### config.mk
export PLATFORM = sky130hd
export DESIGN_NAME = cfg_cmd_engine
export DESIGN_NICKNAME = d
export VERILOG_FILES = /design/src/rtl/cfgq_pkg.sv /design/src/rtl/cfgq_ctrl_regs.sv /design/src/rtl/cfgq_seq.sv /design/src/rtl/cfgq_clk_watch.sv /design/src/rtl/cfg_cmd_engine.sv
export SDC_FILE = /design/constraint.sdc
export NUM_CORES = 1
export LEC_CHECK = 0
export BUFFER_PORTS_ARGS = -buffer_cell sky130_fd_sc_hd__buf_4
export CORE_UTILIZATION = 60
export DETAILED_ROUTE_END_ITERATION = 12
export PLACE_DENSITY = 0.86
export SYNTH_ARGS = -nofsm -noshare
export SYNTH_HDL_FRONTEND = slang
export SYNTH_SLANG_ARGS = --single-unit
### constraint.sdc
create_clock -name clk -period 5.1 [get_ports clk]
set_clock_uncertainty 0.1 [all_clocks]
set_input_delay 1.275 -clock clk [delete_from_list [all_inputs] [get_ports clk]]
set_output_delay 1.275 -clock clk [all_outputs]
set_load 0.03 [all_outputs]
### src/rtl/cfgq_pkg.sv
package cfgq_pkg;
   localparam logic [3:0] OP_CFG_WR = 4'h1;
   localparam int         OP_MSB    = 31;
   localparam int         OP_LSB    = 28;
   localparam int         ACK_BIT   = 27;

   typedef enum logic [3:0] {
      S_IDLE,
      S_REQ_CMD,
      S_WAIT_CMD,
      S_REQ_PTR,
      S_WAIT_PTR,
      S_REQ_DAT,
      S_WAIT_DAT,
      S_WRITE,
      S_SKIP
   } seq_state_t;
endpackage

### src/rtl/cfgq_ctrl_regs.sv
module cfgq_ctrl_regs #(
   parameter int ADDR_W = 32,
   parameter int LEN_W  = 16,
   parameter int HOST_W = 32
) (
   input  logic              clk,
   input  logic              rst_n,
   input  logic              host_wr,
   input  logic              host_sel,
   input  logic [HOST_W-1:0] host_wdata,
   input  logic              entry_done,
   input  logic              op_err_set,
   output logic [ADDR_W-1:0] base_addr,
   output logic [LEN_W-1:0]  count,
   output logic              start,
   output logic              err_opcode,
   output logic              err_overrun
);
   logic len_wr;
   logic idle_cnt;

   assign len_wr   = host_wr && host_sel;
   assign idle_cnt = (count == '0);
   assign start    = len_wr && idle_cnt && (host_wdata[LEN_W-1:0] != '0);

   always_ff @(posedge clk or negedge rst_n) begin
      if (!rst_n) begin
         base_addr   <= '0;
         count       <= '0;
         err_opcode  <= 1'b0;
         err_overrun <= 1'b0;
      end else begin
         if (host_wr && !host_sel)
            base_addr <= host_wdata[ADDR_W-1:0];
         if (len_wr && idle_cnt)
            count <= host_wdata[LEN_W-1:0];
         else if (entry_done && !idle_cnt)
            count <= count - 1'b1;
         if (len_wr && !idle_cnt)
            err_overrun <= 1'b1;
         if (op_err_set)
            err_opcode <= 1'b1;
      end
   end
endmodule

### src/rtl/cfgq_seq.sv
module cfgq_seq
   import cfgq_pkg::*;
#(
   parameter int ADDR_W  = 32,
   parameter int DATA_W  = 32,
   parameter int RADDR_W = 16,
   parameter int LEN_W   = 16
) (
   input  logic               clk,
   input  logic               rst_n,
   input  logic               start,
   input  logic [ADDR_W-1:0]  base_addr,
   input  logic [LEN_W-1:0]   count,
   output logic               mem_req,
   output logic [ADDR_W-1:0]  mem_addr,
   input  logic               mem_valid,
   input  logic [DATA_W-1:0]  mem_rdata,
   output logic               reg_wr_en,
   output logic [RADDR_W-1:0] reg_wr_addr,
   output logic [DATA_W-1:0]  reg_wr_data,
   output logic               ack_pulse,
   output logic               eoc_pulse,
   output logic               entry_done,
   output logic               op_err_set
);
   localparam int ENTRY_BYTES = 8;
   localparam int PTR_OFS     = 4;

   seq_state_t         state, state_nx;
   logic [ADDR_W-1:0]  cursor;
   logic [DATA_W-1:0]  cmd_q;
   logic [ADDR_W-1:0]  ptr_q;
   logic [DATA_W-1:0]  dat_q;
   logic               last_entry;
   logic               cmd_is_wr;

   assign last_entry = (count == {{(LEN_W-1){1'b0}}, 1'b1});
   assign cmd_is_wr  = (mem_rdata[OP_MSB:OP_LSB] == OP_CFG_WR);

   always_comb begin
      state_nx = state;
      unique case (state)
         S_IDLE:     if (start) state_nx = S_REQ_CMD;
         S_REQ_CMD:  state_nx = S_WAIT_CMD;
         S_WAIT_CMD: if (mem_valid) state_nx = cmd_is_wr ? S_REQ_PTR : S_SKIP;
         S_REQ_PTR:  state_nx = S_WAIT_PTR;
         S_WAIT_PTR: if (mem_valid) state_nx = S_REQ_DAT;
         S_REQ_DAT:  state_nx = S_WAIT_DAT;
         S_WAIT_DAT: if (mem_valid) state_nx = S_WRITE;
         S_WRITE,
         S_SKIP:     state_nx = last_entry ? S_IDLE : S_REQ_CMD;
         default:    state_nx = S_IDLE;
      endcase
   end

   always_ff @(posedge clk or negedge rst_n) begin
      if (!rst_n) begin
         state  <= S_IDLE;
         cursor <= '0;
         cmd_q  <= '0;
         ptr_q  <= '0;
         dat_q  <= '0;
      end else begin
         state <= state_nx;
         if (state == S_IDLE && start)
            cursor <= base_addr;
         else if (state == S_WRITE || state == S_SKIP)
            cursor <= cursor + ADDR_W'(ENTRY_BYTES);
         if (state == S_WAIT_CMD && mem_valid) cmd_q <= mem_rdata;
         if (state == S_WAIT_PTR && mem_valid) ptr_q <= mem_rdata[ADDR_W-1:0];
         if (state == S_WAIT_DAT && mem_valid) dat_q <= mem_rdata;
      end
   end

   always_comb begin
      mem_req  = 1'b0;
      mem_addr = '0;
      unique case (state)
         S_REQ_CMD: begin mem_req = 1'b1; mem_addr = cursor; end
         S_REQ_PTR: begin mem_req = 1'b1; mem_addr = cursor + ADDR_W'(PTR_OFS); end
         S_REQ_DAT: begin mem_req = 1'b1; mem_addr = ptr_q; end
         default:   ;
      endcase
   end

   assign reg_wr_en   = (state == S_WRITE);
   assign reg_wr_addr = cmd_q[RADDR_W-1:0];
   assign reg_wr_data = dat_q;
   assign ack_pulse   = reg_wr_en && cmd_q[ACK_BIT];
   assign entry_done  = (state == S_WRITE) || (state == S_SKIP);
   assign eoc_pulse   = entry_done && last_entry;
   assign op_err_set  = (state == S_SKIP);
endmodule

### src/rtl/cfgq_clk_watch.sv
module cfgq_clk_watch #(
   parameter int TIMEOUT = 16,
   parameter int STAGES  = 2
) (
   input  logic clk,
   input  logic rst_n,
   input  logic port_sclk,
   output logic no_sclk
);
   localparam int CNT_W = $clog2(TIMEOUT + 1);
   localparam logic [CNT_W-1:0] LIMIT = CNT_W'(TIMEOUT);

   logic             sclk_s;
   logic             sclk_d;
   logic             edge_seen;
   logic [CNT_W-1:0] quiet_cnt;

   if (STAGES == 0) begin : g_nosync
      assign sclk_s = port_sclk;
   end else begin : g_sync
      logic [STAGES-1:0] chain;
      always_ff @(posedge clk or negedge rst_n) begin
         if (!rst_n) chain <= '0;
         else        chain <= {chain[STAGES-2 >= 0 ? STAGES-2 : 0:0], port_sclk};
      end
      assign sclk_s = chain[STAGES-1];
   end

   assign edge_seen = sclk_s ^ sclk_d;

   always_ff @(posedge clk or negedge rst_n) begin
      if (!rst_n) begin
         sclk_d    <= 1'b0;
         quiet_cnt <= '0;
      end else begin
         sclk_d <= sclk_s;
         if (edge_seen)
            quiet_cnt <= '0;
         else if (quiet_cnt != LIMIT)
            quiet_cnt <= quiet_cnt + 1'b1;
      end
   end

   assign no_sclk = (quiet_cnt == LIMIT);
endmodule

### src/rtl/cfg_cmd_engine.sv
module cfg_cmd_engine #(
   parameter int ADDR_W       = 32,
   parameter int DATA_W       = 32,
   parameter int RADDR_W      = 16,
   parameter int LEN_W        = 16,
   parameter int SCLK_TIMEOUT = 16,
   parameter int SYNC_STAGES  = 2
) (
   input  logic               clk,
   input  logic               rst_n,
   input  logic               host_wr,
   input  logic               host_sel,
   input  logic [31:0]        host_wdata,
   output logic [LEN_W-1:0]   len_pending,
   output logic               mem_req,
   output logic [ADDR_W-1:0]  mem_addr,
   input  logic               mem_valid,
   input  logic [DATA_W-1:0]  mem_rdata,
   output logic               reg_wr_en,
   output logic [RADDR_W-1:0] reg_wr_addr,
   output logic [DATA_W-1:0]  reg_wr_data,
   output logic               ack_pulse,
   output logic               eoc_pulse,
   output logic               err_opcode,
   output logic               err_overrun,
   input  logic               port_sclk,
   output logic               no_sclk
);
   localparam int HOST_W = 32;

   if (ADDR_W > HOST_W || ADDR_W > DATA_W || ADDR_W < 4) begin : g_bad_addr
      $error("ADDR_W must be 4..32 and not wider than DATA_W");
   end
   if (LEN_W < 1 || LEN_W > HOST_W) begin : g_bad_len
      $error("LEN_W must be 1..32");
   end
   if (DATA_W != 32) begin : g_bad_data
      $error("command word layout needs DATA_W of 32");
   end
   if (RADDR_W < 1 || RADDR_W > 16) begin : g_bad_raddr
      $error("RADDR_W must be 1..16");
   end
   if (SCLK_TIMEOUT < 1 || SYNC_STAGES < 0 || SYNC_STAGES > 4) begin : g_bad_watch
      $error("clock watcher parameters out of range");
   end

   logic [ADDR_W-1:0] base_addr;
   logic              start;
   logic              entry_done;
   logic              op_err_set;

   cfgq_ctrl_regs #(.ADDR_W(ADDR_W), .LEN_W(LEN_W), .HOST_W(HOST_W)) u_regs (
      .clk         (clk),
      .rst_n       (rst_n),
      .host_wr     (host_wr),
      .host_sel    (host_sel),
      .host_wdata  (host_wdata),
      .entry_done  (entry_done),
      .op_err_set  (op_err_set),
      .base_addr   (base_addr),
      .count       (len_pending),
      .start       (start),
      .err_opcode  (err_opcode),
      .err_overrun (err_overrun)
   );

   cfgq_seq #(.ADDR_W(ADDR_W), .DATA_W(DATA_W), .RADDR_W(RADDR_W), .LEN_W(LEN_W)) u_seq (
      .clk         (clk),
      .rst_n       (rst_n),
      .start       (start),
      .base_addr   (base_addr),
      .count       (len_pending),
      .mem_req     (mem_req),
      .mem_addr    (mem_addr),
      .mem_valid   (mem_valid),
      .mem_rdata   (mem_rdata),
      .reg_wr_en   (reg_wr_en),
      .reg_wr_addr (reg_wr_addr),
      .reg_wr_data (reg_wr_data),
      .ack_pulse   (ack_pulse),
      .eoc_pulse   (eoc_pulse),
      .entry_done  (entry_done),
      .op_err_set  (op_err_set)
   );

   cfgq_clk_watch #(.TIMEOUT(SCLK_TIMEOUT), .STAGES(SYNC_STAGES)) u_watch (
      .clk       (clk),
      .rst_n     (rst_n),
      .port_sclk (port_sclk),
      .no_sclk   (no_sclk)
   );
endmodule

## After elaboration in Yosys (flattened, before gate mapping)

Index checks and enable logic that the tools add are counted.

| cells by class | value |
|---|---|
| add/subtract/negate cells | 4 |
| bitwise operators | 1 |
| reductions and logical operators | 24 |
| muxes and demuxes | 15 |
| equal/unequal tests | 16 |

Operators with widths:

| cell | number |
|---|---|
| one-hot mux 32 bit (3 select lines) | 1 |
| two-way mux 32 bit | 2 |
| adder 32 x 3 -> 32 bit (second input constant) | 1 |
| adder 32 x 4 -> 32 bit (second input constant) | 1 |
| two-way mux 16 bit | 2 |
| one-hot mux 4 bit (8 select lines) | 1 |
| two-way mux 4 bit | 5 |
| equality test 16 x 1 -> 1 bit (second input constant) | 1 |
| equality test 4 x 3 -> 1 bit (second input constant) | 4 |
| zero test 16 bit | 1 |
| nonzero test 16 bit | 1 |
| subtractor 16 x 1 -> 16 bit (second input constant) | 1 |
| logical AND 1 bit | 12 |
| two-way mux 5 bit | 2 |
| equality test 4 x 1 -> 1 bit (second input constant) | 2 |
| equality test 4 x 2 -> 1 bit (second input constant) | 2 |
| != test 2 bit (second input constant) | 3 |
| nonzero test 2 bit | 3 |
| adder 5 x 1 -> 5 bit (second input constant) | 1 |
| equality test 5 bit (second input constant) | 1 |
| != test 5 bit (second input constant) | 1 |
| equality test 4 bit (second input constant) | 1 |
| zero test 4 bit | 1 |
| AND reduction 4 bit | 1 |
| other kinds (7) | 9 |

| word-level totals | value |
|---|---|
| register bits after elaboration | 186 |
| input port bits | 70 |
| word-level logic and storage cells | 72 |
| output and inout port bits | 103 |

## Longest topological paths before layout

Gate-level depths: netlist of run 1.

| logic depth | value |
|---|---|
| depth after elaboration | 5 |
| depth in mapped cells | 8 |
| mapped depth without buffers | 7 |

## Hierarchy

From an unflattened synthesis of run 1, not the netlist that was laid out.

| second synthesis, totals | value |
|---|---|
| cell total of the unflattened synthesis | 878 |
| area total of the unflattened synthesis | 8842.2 µm² |

By module, submodules not included:

| module | times used | area each (µm²) | cells an instance | sequential area each (µm²) |
|---|---|---|---|---|
| cfgq_seq | 1 | 6195.9 | 595 | 2927.8 |
| cfgq_ctrl_regs | 1 | 2314.7 | 256 | 1251.2 |
| cfgq_clk_watch | 1 | 331.6 | 27 | 200.2 |

## Least setup slack after synthesis of run 1

No wires, ideal clock.

| timing path | value |
|---|---|
| path kind | flip-flop to output port |
| from | register u_seq.cursor[3] |
| to | output mem_addr[29] |
| stages on the path, launching flop included | 7 |
| data required time | 3725 ps |
| slack | 892 ps |
| buffers on the path | 1 |
| data arrival time | 2833 ps |
| cells stage by stage | dfrtp_1 > ha_1 > and4_1 > clkbuf_1 > nand4_1 > or3_4 > o311ai_0 |

| between the ends | value |
|---|---|
| cells in the longest elaborated chain, start to end | 2 |

RTL lines:

| what | RTL line | source |
|---|---|---|
| start, declared | cfgq_seq.sv:30 | `logic [ADDR_W-1:0] cursor;` |
| start signal, assigned | cfgq_seq.sv:66 | `cursor <= base_addr;` |
| start signal, assigned | cfgq_seq.sv:68 | `cursor <= cursor + ADDR_W'(ENTRY_BYTES);` |
| adder 32 x 3 -> 32 bit | cfgq_seq.sv:80 | `S_REQ_PTR: begin mem_req = 1'b1; mem_addr = cursor + ADDR_W'(PTR_OFS); end` |
| one-hot mux 32 bit (3 select lines) | cfgq_seq.sv:78 | `unique case (state)` |
| end, declared | cfg_cmd_engine.sv:16 | `output logic [ADDR_W-1:0] mem_addr,` |

No other way between the ends.

## Final worst setup path of run 1

| timing path | value |
|---|---|
| from | register u_seq.state[1] |
| to | output mem_addr[29] |

| between the ends | value |
|---|---|
| cells in the longest elaborated chain, start to end | 2 |
| elaborated cells between the ends (all ways) | 4 |
| those cells by class | eq/ne: 3; mux: 1 |

RTL lines:

| what | RTL line | source |
|---|---|---|
| start, declared | cfgq_seq.sv:29 | `seq_state_t state, state_nx;` |
| start signal, assigned | cfgq_seq.sv:64 | `state <= state_nx;` |
| equality test 4 x 3 -> 1 bit, or another cell as far along | cfgq_seq.sv:78 |  |
| one-hot mux 32 bit (3 select lines) (*) | cfgq_seq.sv:78 |  |

Every way passes the cells marked *; elsewhere a longest branch is shown, timed or not.

==> reports/results.txt, run 1 <==
outcome: completed
Area contributors post-synth: dfrtp_1 50%, mux2_2 9.7%, nand2_1 8.7%
Post-CTS Hold Fix Bufs: 0
MaxCap Viol Count: 0
CTS Buf Count: 17
share of post-route cells with drive strength above 1: 0.309
Post-synth EDFFs: 0
synthesized area: 8820 um2
GRT Util Overall: 0.308
Routed wire per std cell: 18.6 um
critical path launch point type: register
non-filler cells, final: 1204
design area: 10700 um2
Initial Util: 0.626
Fill cells: 976
final setup margin: 0.656 ns
CTS tree: done
Buffers on Ports: 172
dpl hpwl: 15.6 mm
DR pass1 iterations: 7
via count: 7210
Crit Path Max Fanout: 19
core box area: 14100 um2
Post-Syn Area per Cell: 10.0 um2
Antenna Diode Count: 0
minimum clock period after layout: 4.44 ns
Max VDD drop: 0.276 mV
Worst Path Arrival: 3.07 ns
area delta synth->final: 20.7%
register area share after synthesis: 0.496
minimum setup slack after placement: 1.20 ns
remaining antenna violation count: 0
register bit total from synthesis: 175
setup TNS: 0 ns
post-layout util: 0.756
Die Width: 123 um
H-tree depth: 4
Mapped Nets: 955
vias in the first global route: 6977
crit share post-route: 0.871
deepest clock path buffer count: 2
final wirelength: 22.3 mm
I/O pins: 173
first-pass GRT wire length: 35.7 mm
Clock transition at path regs: 0.07 ns
CP delay by family, top: simple AND/OR/NAND/NOR gates
most frequent cell after synthesis: nand2_1
Leak: 0.00473 uW
Yosys top cell by area: dfrtp_1
CP max stage cell: dfrtp_1
worst skew pair latency: 0.43 ns
Placed Cells incl. Taps: 1172
Max Fclk: 225 MHz
Worst Hold Class: reg -> reg
CP Class: reg -> out
DIE HEIGHT: 123 um
Main synth FF type: dfrtp_1
worst-margin pin slew: 1.23 ns
crit path capture type: output port
Cell variety after synth: 66
RSZ-0062 raised after global routing: no
async set-or-reset flop fraction in the synthesized netlist: 1.00
Final Net Count: 1088
largest net degree at the start of global routing: 112
site row count: 43
Post-CTS Setup Bufs: 0
die area: 15200 um2
Synth Warn #: 0
Pwr Density: 600 nW/um2
Final setup viols: 0
dpl cell area: 10100 um2
Overflow after GRT: 0
CTS resizes: 0
R2R setup slack: 2.25 ns
DRC viols: 0
initial antenna violation count: 0
CTS sink cnt: 175
Post-synth top cells: 204 x nand2_1, 175 x dfrtp_1, 76 x mux2_2
Buffers & Inverters on Critical Path: 1
CP Data Required Time: 3.72 ns
DR vias/cell: 5.99
Detailed Route Iter0 Violations: 584
Post-Synthesis Cells: 878
root buffer cell: clkbuf_16
gp weighted congestion: 0.951
Rel. slew slack: 0.181
Slew Viols, Final: 0
final hold viol count: 0
top-area cell type share of the netlist area: 0.496
Slowest Stage Delay on Critical Path: 0.71 ns
critical path, cell by cell: nor4bb_1 -> nand2_1 -> or3_4 -> o311ai_0 -> buf_4
-- metal layers --
layer,vias to the layer above,part of all wire,global-route usage
met3,58,0.072,0.0623
met2,343,0.48,0.500
met5,-,0,0
met1,3511,0.43,0.406
met4,0,0.026,0.124
li1,3298,-,-
-- registers in the layout, summed over array words and instances, names as in the netlist --
name,flops
u_watch.sclk_d,1
u_seq.cmd_q,17
u_regs.err_overrun,1
u_regs.count,16
u_watch.quiet_cnt,5
u_regs.err_opcode,1
u_seq.cursor,32
u_regs.base_addr,32
u_seq.state,4
u_watch.g_sync.chain,2
u_seq.ptr_q,32
u_seq.reg_wr_data,32
-- worst register-to-register path, cell delays in order, from the launching register on --
cell and delay (ns):
dfrtp_1 0.43, inv_1 0.14, ha_1 0.16, nor4b_2 0.35, nand4_4 0.24, nor2_1 0.89, a21oi_1 0.23, nor3_1 0.21
-- through the flow --
step           power, uW  hold slack (ns)
3_3_place_gp        4950            0.234
2_1_floorplan       4140            0.231
4_1_cts             6390            0.250
5_1_grt             6710            0.260
3_5_place_dp        5040            0.250
6_report            6390            0.253
-- power by group --
group          total [uW]  switching (uW)  internal (uW)  leakage (uW)
Sequential           2310             450           1860       0.00206
Clock                1310             526            787      0.000279
Combinational        2770            1650           1120       0.00238
Total                6390            2630           3770       0.00473
-- path summary, 6_finish.rpt --
path / to / start / cells after the start
setup / recovery: mem_addr[29] / u_seq.state[1] / 5
hold / removal: u_watch.g_sync.chain[1] / u_watch.g_sync.chain[0] / 0
setup reg to reg: u_seq.state[0] / u_regs.count[0] / 7
hold reg to reg: u_watch.g_sync.chain[1] / u_watch.g_sync.chain[0] / 0
max in group asynchronous: u_seq.cursor[20] / rst_n / 2
min in group asynchronous: u_seq.reg_wr_data[10] / rst_n / 1
-- logic make-up after synthesis --
group,count (synthesis),synth area share
AO/OA/AOI/OAI,99,0.0743
XOR/XNOR,50,0.0496
adder cells (fa/ha/maj),7,0.00993
buffers and inverters,75,0.0440
flip-flops,175,0.496
multiplexers,88,0.111
AND/OR/NAND/NOR,384,0.214
-- layout make-up --
class	count	area, um2	area share
sequential	175	4380	0.411
multi-input combinational	628	4060	0.381
timing repair buffer	181	1360	0.128
clock buffer	24	462	0.0433
tap	180	225	0.0211
clock inverter	8	131	0.0123
inverter	8	30.0	0.00282
-- placed cells by master, fill, tap and decap left out, types with 10 or more instances in the layout --
cell type  Yosys  routed
nand2_1      204     204
buf_4         20     180
dfrtp_1      175     175
mux2_2        76      76
nor2_1        50      50
o21ai_0       49      49
xnor2_1       30      30
nand3_1       26      26
xor2_1        20      20
clkbuf_16      0      17
nand4_1       15      15
nor3_1        14      14
nor4_1        11      11
a21oi_1       10      10
(Power assumes the default switching activity.)
==> run 2: changes to the inputs <==
Settings changed: CORE_UTILIZATION 60 to 54, PLACE_DENSITY 0.86 to 0.78, SYNTH_HIERARCHICAL set to 1.
==> reports/results.txt, run 2 <==
outcome: completed
async set-or-reset flop fraction in the synthesized netlist: 1.00 (unchanged)
Cell variety after synth: 66 (unchanged)
Worst Path Arrival: 2.75 ns (-0.32 ns)
Post-synth EDFFs: 0 (unchanged)
Antenna Diode Count: 0 (unchanged)
Fill cells: 1269 (+30%)
final wirelength: 22.3 mm (about the same)
Die Width: 130 um (+5.4%)
remaining antenna violation count: 0 (unchanged)
critical path launch point type: register
minimum setup slack after placement: 1.46 ns (+0.267 ns)
CTS Buf Count: 17 (unchanged)
DRC viols: 0 (unchanged)
setup TNS: 0 ns (unchanged)
first-pass GRT wire length: 35.4 mm (-0.81%)
DR pass1 iterations: 5 (-2)
Leak: 0.00474 uW (+0.28%)
register area share after synthesis: 0.495 (-0.00112)
RSZ-0062 raised after global routing: no
deepest clock path buffer count: 2 (unchanged)
vias in the first global route: 6713 (-3.8%)
area delta synth->final: 21.1%
CTS sink cnt: 175 (unchanged)
DIE HEIGHT: 130 um (+5.4%)
Worst Hold Class: reg -> reg
minimum clock period after layout: 4.12 ns (-0.321 ns)
Post-CTS Hold Fix Bufs: 0 (unchanged)
core box area: 15900 um2 (+13%)
Pwr Density: 561 nW/um2 (-6.4%)
share of post-route cells with drive strength above 1: 0.301 (-0.00732)
worst-margin pin slew: 1.20 ns (-0.0288 ns)
Post-Synthesis Cells: 878 (unchanged)
final hold viol count: 0 (unchanged)
Clock transition at path regs: 0.06 ns (about the same)
multi-input logic area: 4050 um2 (-0.28%)
FF/Latch Area: 4380 um2 (unchanged)
CP Class: reg -> out
Yosys top cell by area: dfrtp_1
die area: 16900 um2 (+11%)
CTS tree: done
crit path capture type: output port
DR vias/cell: 5.78 (-3.4%)
Post-synth top cells: 193 x nand2_1, 175 x dfrtp_1, 71 x mux2_2
CP Data Required Time: 3.72 ns (about the same)
Detailed Route Iter0 Violations: 679 (+16%)
Slew Viols, Final: 0 (unchanged)
highest-count cells in the layout ignoring fill and taps: 193 x nand2_1, 176 x buf_4, 175 x dfrtp_1
Overflow after GRT: 0 (unchanged)
worst skew pair latency: 0.42 ns (about the same)
Rel. slew slack: 0.200 (+0.0192)
Main synth FF type: dfrtp_1
Routed wire per std cell: 18.1 um (-2.5%)
synthesized area: 8840 um2 (+0.23%)
Buffers on Ports: 172 (unchanged)
top-area cell type share of the netlist area: 0.495 (-0.00112)
most frequent cell after synthesis: nand2_1
gp weighted congestion: 0.950 (about the same)
largest net degree at the start of global routing: 107 (-4.5%)
Post-Syn Area per Cell: 10.1 um2 (+0.23%)
root buffer cell: clkbuf_16
Final setup viols: 0 (unchanged)
GRT Util Overall: 0.274 (-0.0345)
Max VDD drop: 0.289 mV (+4.8%)
CTS resizes: 0 (unchanged)
Post-CTS Setup Bufs: 0 (unchanged)
Mapped Nets: 953 (-0.21%)
MaxCap Viol Count: 0 (unchanged)
via count: 7143 (-0.93%)
Final Net Count: 1082 (-0.55%)
register bit total from synthesis: 175 (unchanged)
Area contributors post-synth: dfrtp_1 50%, mux2_2 9.0%, nand2_1 8.2%
crit share post-route: 0.808 (-0.0630)
H-tree depth: 4 (unchanged)
Max Fclk: 243 MHz (+7.8%)
initial antenna violation count: 0 (unchanged)
site row count: 46 (+7.0%)
Initial Util: 0.555 (-0.0712)
I/O pins: 173 (unchanged)
Synth Warn #: 6 (+6)
Crit Path Max Fanout: 6 (-13)
dpl hpwl: 15.8 mm (+0.82%)
commonest non-fill, non-tap cell in the layout: nand2_1
final setup margin: 0.978 ns (+0.321 ns)
## run 2: changes by cell type in the layout (fill, tap and decap cells not counted), moves of 11 or more
cell,change
o21ai_0,-33
o21ai_1,+27
nand2_1,-11
nor2_1,-12
## run 2: kinds of logic (layout without fill, tap and decap cells)
logic type | after synthesis | count (layout) | synth area share
compound gates | 110 | 110 | 0.0866
xor+xnor | 49 | 49 | 0.0485
fa+ha+maj | 5 | 5 | 0.00708
buf+inv | 85 | 226 | 0.0488
flops | 175 | 175 | 0.495
mux | 88 | 88 | 0.111
simple gates | 366 | 366 | 0.202
## run 2: cell type report
cell class | count | share of cell area
sequential | 175 | 0.409
multi-input combinational | 618 | 0.378
timing repair buffer | 178 | 0.126
clock buffer | 22 | 0.0452
tap | 216 | 0.0252
clock inverter | 9 | 0.0102
inverter | 17 | 0.00607
## run 2: worst paths after layout
kind                            cells past startpoint               startpoint                 endpoint  slack, ns
worst max-delay path                                7          u_seq/cursor[3]             mem_addr[17]       0.98
worst min-delay path                                0  u_watch/g_sync.chain[0]  u_watch/g_sync.chain[1]       0.26
worst max register to register                      7           u_seq/state[1]          u_regs/count[5]       1.39
worst min register to register                      0  u_watch/g_sync.chain[0]  u_watch/g_sync.chain[1]       0.26
max in group asynchronous                           2                    rst_n          u_seq/ptr_q[15]       3.13
min in group asynchronous                           1                    rst_n     u_seq/reg_wr_data[6]       0.87
## run 2: per-layer routing
layer,track usage,wire (um),vias to the layer above
met5,0,0,-
li1,-,-,3324
met3,0.0627,1700,43
met1,0.377,9900,3432
met4,0.0876,474,0
met2,0.431,10300,344
## run 2: worst max-delay path, cell delays in order (launching register included)
cell and delay [ns]:
dfrtp_1 0.46, ha_1 0.29, nand2_1 0.20, nor4_2 0.63
nand2_1 0.14, xor2_1 0.20, o21ai_1 0.20, buf_4 0.20
## run 2: through the flow
stage / util / cells / cell area, um2 / hold WS [ns] / total power (uW)
after floorplan: - / 878 / 8840 / 0.231 / 3910
after global placement: 0.635 / 1204 / 10100 / 0.237 / 4660
after detailed placement: 0.635 / 1204 / 10100 / 0.250 / 4710
after CTS: 0.672 / 1235 / 10700 / 0.264 / 6040
after global routing: 0.672 / 1235 / 10700 / 0.265 / 6340
final: 0.672 / 1235 / 10700 / 0.260 / 6010
## run 2: power by group
group	switching [uW]	leakage, uW	internal, uW
combinational	1470	0.00240	1020
sequential	386	0.00205	1840
clock	528	0.000292	771
total	2390	0.00474	3620
